==> src/rtl/dtmf_tone_pkg.sv <==
package dtmf_tone_pkg;

  localparam int SAMPLE_W = 8;
  localparam int IDX_W    = 6;
  localparam int TABLE_N  = 1 << IDX_W;

  // Ticks per full period at the 480 kHz tick rate.
  function automatic logic [9:0] period_ticks(input logic hi, input logic [1:0] code);
    logic [9:0] n;
    if (hi) begin
      case (code)
        2'd0: n = 10'd396;
        2'd1: n = 10'd360;
        2'd2: n = 10'd324;
        default: n = 10'd294;
      endcase
    end else begin
      case (code)
        2'd0: n = 10'd688;
        2'd1: n = 10'd624;
        2'd2: n = 10'd564;
        default: n = 10'd512;
      endcase
    end
    return n;
  endfunction

  // Quarter wave magnitude, 127*sin(k*pi/32) rounded, k = 0..16.
  function automatic logic [6:0] quarter_mag(input logic [4:0] k);
    logic [6:0] m;
    case (k)
      5'd0:  m = 7'd0;
      5'd1:  m = 7'd12;
      5'd2:  m = 7'd25;
      5'd3:  m = 7'd37;
      5'd4:  m = 7'd49;
      5'd5:  m = 7'd60;
      5'd6:  m = 7'd71;
      5'd7:  m = 7'd81;
      5'd8:  m = 7'd90;
      5'd9:  m = 7'd98;
      5'd10: m = 7'd106;
      5'd11: m = 7'd112;
      5'd12: m = 7'd117;
      5'd13: m = 7'd122;
      5'd14: m = 7'd125;
      5'd15: m = 7'd126;
      default: m = 7'd127;
    endcase
    return m;
  endfunction

  // Full-wave sample from a 64-point index using quadrant folding.
  function automatic logic signed [SAMPLE_W-1:0] sine_at(input logic [IDX_W-1:0] idx);
    logic [4:0] k;
    logic [6:0] mag;
    case (idx[5:4])
      2'd0: k = {1'b0, idx[3:0]};
      2'd1: k = 5'(6'd32 - idx);
      2'd2: k = {1'b0, idx[3:0]};
      default: k = 5'(7'd64 - {1'b0, idx});
    endcase
    mag = quarter_mag(k);
    return idx[5] ? -$signed({1'b0, mag}) : $signed({1'b0, mag});
  endfunction

endpackage

==> src/rtl/dtmf_tick_prescaler.sv <==
module dtmf_tick_prescaler #(
  parameter int RANGE_W = 2
) (
  input  logic               clk,
  input  logic               rst_n,
  input  logic               run,
  input  logic [RANGE_W-1:0] range_code,
  output logic               tick
);
  localparam int CNT_W = (1 << RANGE_W) - 1;

  logic [CNT_W-1:0] cnt_q;
  logic [CNT_W-1:0] last_cnt;

  assign last_cnt = CNT_W'((1 << range_code) - 1);
  assign tick     = run && (cnt_q >= last_cnt);

  always_ff @(posedge clk or negedge rst_n) begin
    if (!rst_n)    cnt_q <= '0;
    else if (!run) cnt_q <= '0;
    else if (tick) cnt_q <= '0;
    else           cnt_q <= cnt_q + 1'b1;
  end
endmodule

==> src/rtl/dtmf_phase_walker.sv <==
module dtmf_phase_walker #(
  parameter int PHASE_W = 10,
  parameter int IDX_W   = 6
) (
  input  logic               clk,
  input  logic               rst_n,
  input  logic               run,
  input  logic               tick,
  input  logic [PHASE_W-1:0] req_period,
  output logic [PHASE_W-1:0] phase_q,
  output logic [PHASE_W-1:0] period_q,
  output logic [IDX_W-1:0]   idx_q,
  output logic               wrap
);
  localparam logic [PHASE_W-1:0] STEP = PHASE_W'(1 << IDX_W);

  logic [PHASE_W-1:0] frac_q;
  logic [PHASE_W-1:0] frac_sum;
  logic               carry;

  assign wrap     = tick && (phase_q == period_q - 1'b1);
  assign frac_sum = frac_q + STEP;
  assign carry    = frac_sum >= period_q;

  always_ff @(posedge clk or negedge rst_n) begin
    if (!rst_n) begin
      phase_q  <= '0;
      frac_q   <= '0;
      idx_q    <= '0;
      period_q <= PHASE_W'(1);
    end else if (!run) begin
      phase_q  <= '0;
      frac_q   <= '0;
      idx_q    <= '0;
      period_q <= req_period;
    end else if (wrap) begin
      phase_q  <= '0;
      frac_q   <= '0;
      idx_q    <= '0;
      period_q <= req_period;
    end else if (tick) begin
      phase_q <= phase_q + 1'b1;
      frac_q  <= carry ? frac_sum - period_q : frac_sum;
      idx_q   <= idx_q + IDX_W'(carry);
    end
  end
endmodule

==> src/rtl/dtmf_sine_stage.sv <==
module dtmf_sine_stage (
  input  logic                                clk,
  input  logic                                rst_n,
  input  logic                                run,
  input  logic                                tick,
  input  logic [dtmf_tone_pkg::IDX_W-1:0]     idx,
  output logic signed [dtmf_tone_pkg::SAMPLE_W-1:0] sample_q,
  output logic                                vld_q
);
  import dtmf_tone_pkg::*;

  logic signed [SAMPLE_W-1:0] table_val;
  assign table_val = sine_at(idx);

  always_ff @(posedge clk or negedge rst_n) begin
    if (!rst_n) begin
      sample_q <= '0;
      vld_q    <= 1'b0;
    end else if (!run) begin
      sample_q <= '0;
      vld_q    <= 1'b0;
    end else begin
      vld_q <= tick;
      if (tick) sample_q <= table_val;
    end
  end
endmodule

==> src/rtl/dtmf_tone_synth.sv <==
module dtmf_tone_synth #(
  parameter int PHASE_W = 10,
  parameter int RANGE_W = 2
) (
  input  logic                clk,
  input  logic                rst_n,
  input  logic                tone_en,
  input  logic [RANGE_W-1:0]  clk_range,
  input  logic [1:0]          tone_code,
  input  logic                grp_hi,
  output logic signed [7:0]   tone_sample,
  output logic                tone_vld
);
  import dtmf_tone_pkg::*;

  logic               tick;
  logic               wrap;
  logic [PHASE_W-1:0] req_period;
  logic [PHASE_W-1:0] phase_q;
  logic [PHASE_W-1:0] period_q;
  logic [IDX_W-1:0]   idx_q;

  assign req_period = PHASE_W'(period_ticks(grp_hi, tone_code));

  dtmf_tick_prescaler #(.RANGE_W(RANGE_W)) u_presc (
    .clk(clk), .rst_n(rst_n), .run(tone_en),
    .range_code(clk_range), .tick(tick)
  );

  dtmf_phase_walker #(.PHASE_W(PHASE_W), .IDX_W(IDX_W)) u_walk (
    .clk(clk), .rst_n(rst_n), .run(tone_en), .tick(tick),
    .req_period(req_period), .phase_q(phase_q), .period_q(period_q),
    .idx_q(idx_q), .wrap(wrap)
  );

  dtmf_sine_stage u_sine (
    .clk(clk), .rst_n(rst_n), .run(tone_en), .tick(tick),
    .idx(idx_q), .sample_q(tone_sample), .vld_q(tone_vld)
  );
endmodule

==> config.mk <==
export PLATFORM = sky130hd
export DESIGN_NAME = dtmf_tone_synth
export DESIGN_NICKNAME = d
export VERILOG_FILES = /design/src/rtl/dtmf_tone_pkg.sv /design/src/rtl/dtmf_tick_prescaler.sv /design/src/rtl/dtmf_phase_walker.sv /design/src/rtl/dtmf_sine_stage.sv /design/src/rtl/dtmf_tone_synth.sv
export SDC_FILE = /design/constraint.sdc
export NUM_CORES = 1
export LEC_CHECK = 0
export BUFFER_PORTS_ARGS = -buffer_cell sky130_fd_sc_hd__buf_2
export CAP_MARGIN = 20
export CORE_ASPECT_RATIO = 0.75
export CORE_UTILIZATION = 60
export CTS_CLUSTER_SIZE = 10
export DETAILED_ROUTE_END_ITERATION = 16
export HOLD_SLACK_MARGIN = 0.06
export PLACE_DENSITY_LB_ADDON = 0.1
export SLEW_MARGIN = 20
export SYNTH_ARGS = -nofsm -noshare
export SYNTH_HDL_FRONTEND = slang
export SYNTH_HIERARCHICAL = 1
export SYNTH_SLANG_ARGS = --single-unit
==> constraint.sdc <==
create_clock -name clk -period 9.12 [get_ports clk]
set_input_delay 1.368 -clock clk [delete_from_list [all_inputs] [get_ports clk]]
set_output_delay 1.368 -clock clk [all_outputs]
set_load 0.02 [all_outputs]
## After elaboration in Yosys (flattened, before gate mapping)

Memory sizes are Yosys's and may differ from the RTL's.
Index checks and enable logic that the tools add are counted.

| cells by class | value |
|---|---|
| add/subtract/negate cells | 10 |
| $mul | 0 |
| div/mod/pow operators | 0 |
| order comparisons | 2 |
| equality and inequality tests | 8 |
| shift-type cells | 1 |
| multiplexer cells | 23 |
| bitwise gates (word level) | 0 |
| reduce and logical (&&, ||, !) cells | 5 |

Operators with widths:

| cell | count |
|---|---|
| 2-to-1 mux 10 bit | 10 |
| one-hot mux 8 bit (3 select lines) | 2 |
| 2-to-1 mux 8 bit | 3 |
| 2-to-1 mux 6 bit | 3 |
| adder 10 x 1 -> 10 bit (second input constant) | 1 |
| adder 10 x 7 -> 10 bit (second input constant) | 1 |
| equality test 10 bit | 1 |
| greater-or-equal comparator 10 bit | 1 |
| one-hot mux 5 bit (2 select lines) | 1 |
| subtractor 1 x 5 -> 5 bit (first input constant) | 2 |
| subtractor 10 x 1 -> 10 bit (second input constant) | 1 |
| subtractor 10 bit | 1 |
| negation 7 -> 8 bit | 1 |
| 2-to-1 mux 7 bit | 1 |
| adder 6 x 1 -> 6 bit | 1 |
| 2-to-1 mux 3 bit | 2 |
| equality test 2 x 1 -> 1 bit (second input constant) | 2 |
| equality test 2 bit (second input constant) | 2 |
| zero test 2 bit | 2 |
| inequality test 2 x 1 -> 1 bit (second input constant) | 2 |
| adder 3 x 1 -> 3 bit (second input constant) | 1 |
| greater-or-equal comparator 3 bit | 1 |
| inequality test 3 x 1 -> 1 bit (second input constant) | 1 |
| left shift 1 x 2 -> 3 bit (first input constant) | 1 |
| other kinds (4) | 5 |

| word-level totals | value |
|---|---|
| flip-flop bits (word level) | 48 |
| bits in latches | 0 |
| memory bits (writable) | 0 |
| memory bits (read-only) | 112 |
| input port bits | 8 |
| output and inout port bits | 9 |
| word-level logic and storage cells | 57 |
| memories kept | 1 |

Memories:

| memory | depth | width | rd ports | clocked after Yosys merged registers in | write ports | line | text |
|---|---|---|---|---|---|---|---|
| (no name shown) | 16 | 7 | 1 | 0 | 0 | dtmf_tone_pkg.sv:31 | `case (k)` |

## Logic depth before layout (Yosys ltp)

An unclocked memory read counts as a cell.

| depth | value |
|---|---|
| depth after elaboration | 9 |
| gate-level depth with buffers | 16 |
| gate-level depth less buffers | 16 |

## Hierarchy

Netlist, hierarchy kept.

By module, submodules not included:

| module | instances | cells an instance | area each (µm²) | sequential area each (µm²) |
|---|---|---|---|---|
| dtmf_phase_walker | 1 | 263 | 2534.9 | 902.1 |
| dtmf_sine_stage | 1 | 132 | 1148.6 | 225.2 |
| dtmf_tick_prescaler | 1 | 22 | 219.0 | 75.1 |
| dtmf_tone_synth | 1 | 19 | 148.9 | 0.0 |

## Least setup slack after synthesis

Ideal clock, no wire load.

| path | value |
|---|---|
| kind | input -> register |
| start | input port clk_range[1] |
| end | register u_walk.period_q[4] |
| setup time | 125 ps |
| arrival time | 3675 ps |
| data required time | 8995 ps |
| path slack | 5320 ps |
| cell stages on the path | 11 |
| buffers on the path | 2 |
| cell sequence | or2_2 ha_1 nor2b_4 o21ai_1 and2_1 nand4_1 or4_4 o31a_1 buf_6 buf_8 mux2_4 |

| between the ends | value |
|---|---|
| cells in the longest elaborated chain, start to end | 6 |

Ends and longest elaborated chain:

| item | line | text |
|---|---|---|
| from (decl) | dtmf_tone_synth.sv:8 | `input logic [RANGE_W-1:0] clk_range,` |
| left shift 1 x 2 -> 3 bit | dtmf_tick_prescaler.sv:15 | `assign last_cnt = CNT_W'((1 << range_code) - 1);` |
| subtractor 3 x 2 -> 3 bit | dtmf_tick_prescaler.sv:15 |  |
| greater-or-equal comparator 3 bit | dtmf_tick_prescaler.sv:16 | `assign tick = run && (cnt_q >= last_cnt);` |
| logical AND 1 bit | dtmf_tick_prescaler.sv:16 |  |
| net tick | dtmf_tone_synth.sv:16 | `logic tick;` |
| logical AND 1 bit | dtmf_phase_walker.sv:21 | `assign wrap = tick && (phase_q == period_q - 1'b1);` |
| inequality test 2 x 1 -> 1 bit (no source line) | n/a |  |
| to (signal assigned) | dtmf_phase_walker.sv:35 | `period_q <= req_period;` |
| to (signal assigned) | dtmf_phase_walker.sv:40 | `period_q <= req_period;` |
| to (decl) | dtmf_phase_walker.sv:11 | `output logic [PHASE_W-1:0] period_q,` |

The timed path passes the listed nets, and every way through them passes these cells.
A chain may end at the register's enable or synchronous reset.

## Final worst setup path

| path | value |
|---|---|
| start | input port clk_range[1] |
| end | register u_walk.frac_q[1] |

| between the ends | value |
|---|---|
| cells in the longest elaborated chain, start to end | 7 |
| elaborated cells on any way between the ends | 8 |
| classes of those cells | 1 x add/sub; 1 x order compare; 1 x eq/ne; 1 x shift; 2 x mux; 2 x reduce/logical |

Ends and longest elaborated chain:

| item | line | text |
|---|---|---|
| left shift 1 x 2 -> 3 bit * | dtmf_tick_prescaler.sv:15 |  |
| subtractor 3 x 2 -> 3 bit * | dtmf_tick_prescaler.sv:15 |  |
| greater-or-equal comparator 3 bit * | dtmf_tick_prescaler.sv:16 |  |
| logical AND 1 bit * | dtmf_tick_prescaler.sv:16 |  |
| net tick | dtmf_tone_synth.sv:16 |  |
| logical AND 1 bit | dtmf_phase_walker.sv:21 |  |
| 2-to-1 mux 10 bit | dtmf_phase_walker.sv:36 | `end else if (wrap) begin` |
| 2-to-1 mux 10 bit | dtmf_phase_walker.sv:31 | `end else if (!run) begin` |
| to (signal assigned) | dtmf_phase_walker.sv:43 | `frac_q <= carry ? frac_sum - period_q : frac_sum;` |
| to (decl) | dtmf_phase_walker.sv:17 | `logic [PHASE_W-1:0] frac_q;` |

Mark *: on every way through the listed nets, which the timed path passes. The rest lies on a longest branch.

==> reports/metrics.csv <==
stage;metric;value;unit
pwr;P_leak;0.00197;uW
synthesis;Avg Synthesized Cell Area;9.29;um2
synthesis;Mapped Cells;436;
setup_path;Critical Path AT;4.25;ns
sta;Fin. Hold Viols;0;
finish;layout net count;486;
drt;Routed Antenna Nets;0;
pwr;power density cells;162;nW/um2
synthesis;area leader, netlist;dfrtp_1;
placed_design;placed cell area;4150;um2
global_route;gr usage total;0.261;
drt;DR pass1 iterations;5;
global_route;remaining global-route overflow;0;
synthesis;EDFF count, synth;0;
global_route;met1 Use GR;0.408;
clocking;CTS tree;built;
global_route;largest net degree at the start of global routing;49;
finish;P&R area growth vs syn;5.65;%
setup_path;flop-to-flop setup slack;5.33;ns
flow_run;Max Cap Violations;0;
clocking;Clock Tree Root;clkbuf_8;
synthesis;Synth top area share;0.290;
synthesis;Synth top cells by count;47 x dfrtp_1, 33 x ha_1, 28 x nand2_1;
floorplanning;Initial Util;0.632;
clocking;number of buffers created by CTS;5;
synthesis;most frequent cell after synthesis;dfrtp_1;
sta;clock skew;0.0145;ns
sta;part of the cycle the worst path needs;0.445;
synthesis;YS warnings;6;
sta;Period minus WS final;4.06;ns
finish;design area;4280;um2
floorplanning;core area;6410;um2
clocking;# Post-CTS Setup Buffers;0;
clocking;clock sink total;48;
setup_path;critical path required time;9.31;ns
setup_path;Crit Path Max Fanout;37;
setup_path;Setup Crit Path Kind;in -> reg;
sta;Final TNS setup;0;ns
placed_design;placed instance count;518;
sta;Final Setup Violations;0;
clocking;H-tree Lvls;2;
sta;FMAX;246;MHz
synthesis;post-synth net total;478;
finish;layout cell share with drive strength beyond 1;0.140;
synthesis;Yosys reg bits;48;
global_route;met3 Use GR;0.0450;
synthesis;Top FF cell, synth;dfrtp_1;
global_route;vias in the first global route;2931;
clocking;clk_lat worst skew;0.30;ns
synthesis;Synth cell types;79;
drt;drc violations;0;
drt;Total Wirelength;8960;um
sta;max-slew violation count;0;
floorplanning;FP Rows;25;
clocking;Clock Tree Buf Depth;2;
drt;initial drt markers;172;
clocking;cts repair resizes;0;
sta;unrepaired setup endpoints after global routing;no;
setup_path;Crit. End Element;flip-flop;
floorplanning;die area;7090;um2
min_path;Hold WC Path Type;reg -> reg;
sta;Slew @ Worst Pin;0.687;ns
clocking;Worst-path clk slew;0.09;ns
placed_design;post-DP HPWL;6470;um
synthesis;Area contributors post-synth;dfrtp_1 29%, ha_1 10%, xnor2_1 4.3%, a21oi_1 2.6%, nand2_1 2.6%;
global_route;initial antenna violation count;0;
global_route;first-pass GRT wire length;14800;um
setup_path;CP Launch Type;input port;
finish;Antenna diodes;0;
pwr;worst vdd ir;0.116;mV
global_route;met2 Resource Use GR;0.385;
placed_design;buffers added on ports;16;
drt;post-DR vias/cell;6.13;
outcome;status;finished clean;
clocking;post-cts hold buffer count;0;
floorplanning;Chip Width;96.9;um
synthesis;mapped cell area;4050;um2
drt;Routed WL per cell;17.1;um
synthesis;share of flip-flops with an asynchronous set or reset;1.00;
sta;Max-slew headroom;0.542;
placed_design;GPL Wtd Cong;0.881;
global_route;Top Usage Layer GRT;met1;
drt;via count;3219;
floorplanning;IO Pins;17;
finish;Final Non-Filler Cells;525;
floorplanning;Die Y;73.2;um
synthesis;register area share after synthesis;0.297;
kinds of logic (layout without fill, tap and decap cells):
group	after synthesis	after routing	synth area share
buf+inv	47	55	0.0528
flops	48	48	0.297
other cells	1	1	0.000926
fa+ha+maj	34	34	0.107
xor+xnor	34	34	0.0800
simple gates	158	158	0.222
compound gates	91	91	0.174
mux	23	23	0.0667
worst max-delay path, cell delays in order:
cell and delay, ns:
buf_2 0.11, or2_2 0.29, ha_1 0.31, nor2b_4 0.05
o21ai_1 0.11, and2_1 0.13, buf_4 0.33, nand4_1 0.13
or4_4 0.44, o31a_2 0.53, a21o_1 0.29, o2bb2ai_1 0.13
cells in the final DEF, fill, tap and decap left out, types with 4 or more instances in the layout:
master	count
nand4_1	10
o21a_1	4
and2_1	14
nor3_1	6
xnor2_1	20
inv_1	27
a21boi_0	6
nand3b_1	8
mux2_2	8
buf_2	16
clkbuf_8	5
nand2b_1	11
nor2b_1	13
and3_1	7
a211o_1	4
nand2_1	28
nor2_1	22
ha_1	33
o21ai_0	6
o2bb2ai_1	4
dfrtp_1	47
mux2_4	6
mux2i_1	9
a22o_1	5
nand3_1	18
a21oi_1	21
xor2_1	12
report_power, final:
part | switching (uW) | leakage (uW) | internal, uW | total (uW)
registers | 24.5 | 0.000648 | 232 | 257
clock network | 72.2 | 0.0000642 | 108 | 180
logic | 148 | 0.00126 | 108 | 256
sequential cells by signal, summed over array words and instances, names as in the netlist:
name and count:
u_walk/frac_q 10, u_walk/period_q 10, u_walk/phase_q 10, u_sine/sample_q 8, u_walk/idx_q 6, u_presc/cnt_q 3, u_sine/vld_q 1
path summary, 6_finish.rpt:
| kind | end | cells past startpoint | start |
|---|---|---|---|
| setup reg to reg | u_sine/sample_q[4] | 16 | u_walk/idx_q[0] |
| min in group asynchronous | u_sine/sample_q[2] | 2 | rst_n |
| hold / removal | u_presc/cnt_q[0] | 1 | u_presc/cnt_q[0] |
| setup / recovery | u_walk/frac_q[1] | 12 | clk_range[1] |
| hold reg to reg | u_presc/cnt_q[0] | 1 | u_presc/cnt_q[0] |
| max in group asynchronous | u_walk/frac_q[9] | 2 | rst_n |
layer usage:
layer  wire [um]  vias to the layer above
li1            -                     1574
met1        4660                     1563
met2        3860                       80
met3         445                        2
met4           3                        0
met5           0                        -
area by class of cell:
| type | instances | area (um2) |
|---|---|---|
| fillers | 500 | 2130 |
| multi-input cells | 341 | 2640 |
| inverters | 29 | 109 |
| well taps | 81 | 101 |
| flip-flops and latches | 48 | 1200 |
| repair buffers | 19 | 103 |
| clock inverters | 2 | 60.1 |
| clock buffers | 5 | 68.8 |
through the flow:
stage	utilization	power (uW)	hold WS (ns)	setup WS, ns
after floorplan	-	455	0.431	5.32
after global placement	0.647	502	0.449	4.68
after detailed placement	0.647	511	0.462	4.59
after CTS	0.667	694	0.473	4.90
after global routing	0.668	738	0.499	4.93
final	0.668	693	0.464	5.06
No activity file was read; power rests on OpenSTA's default activity.
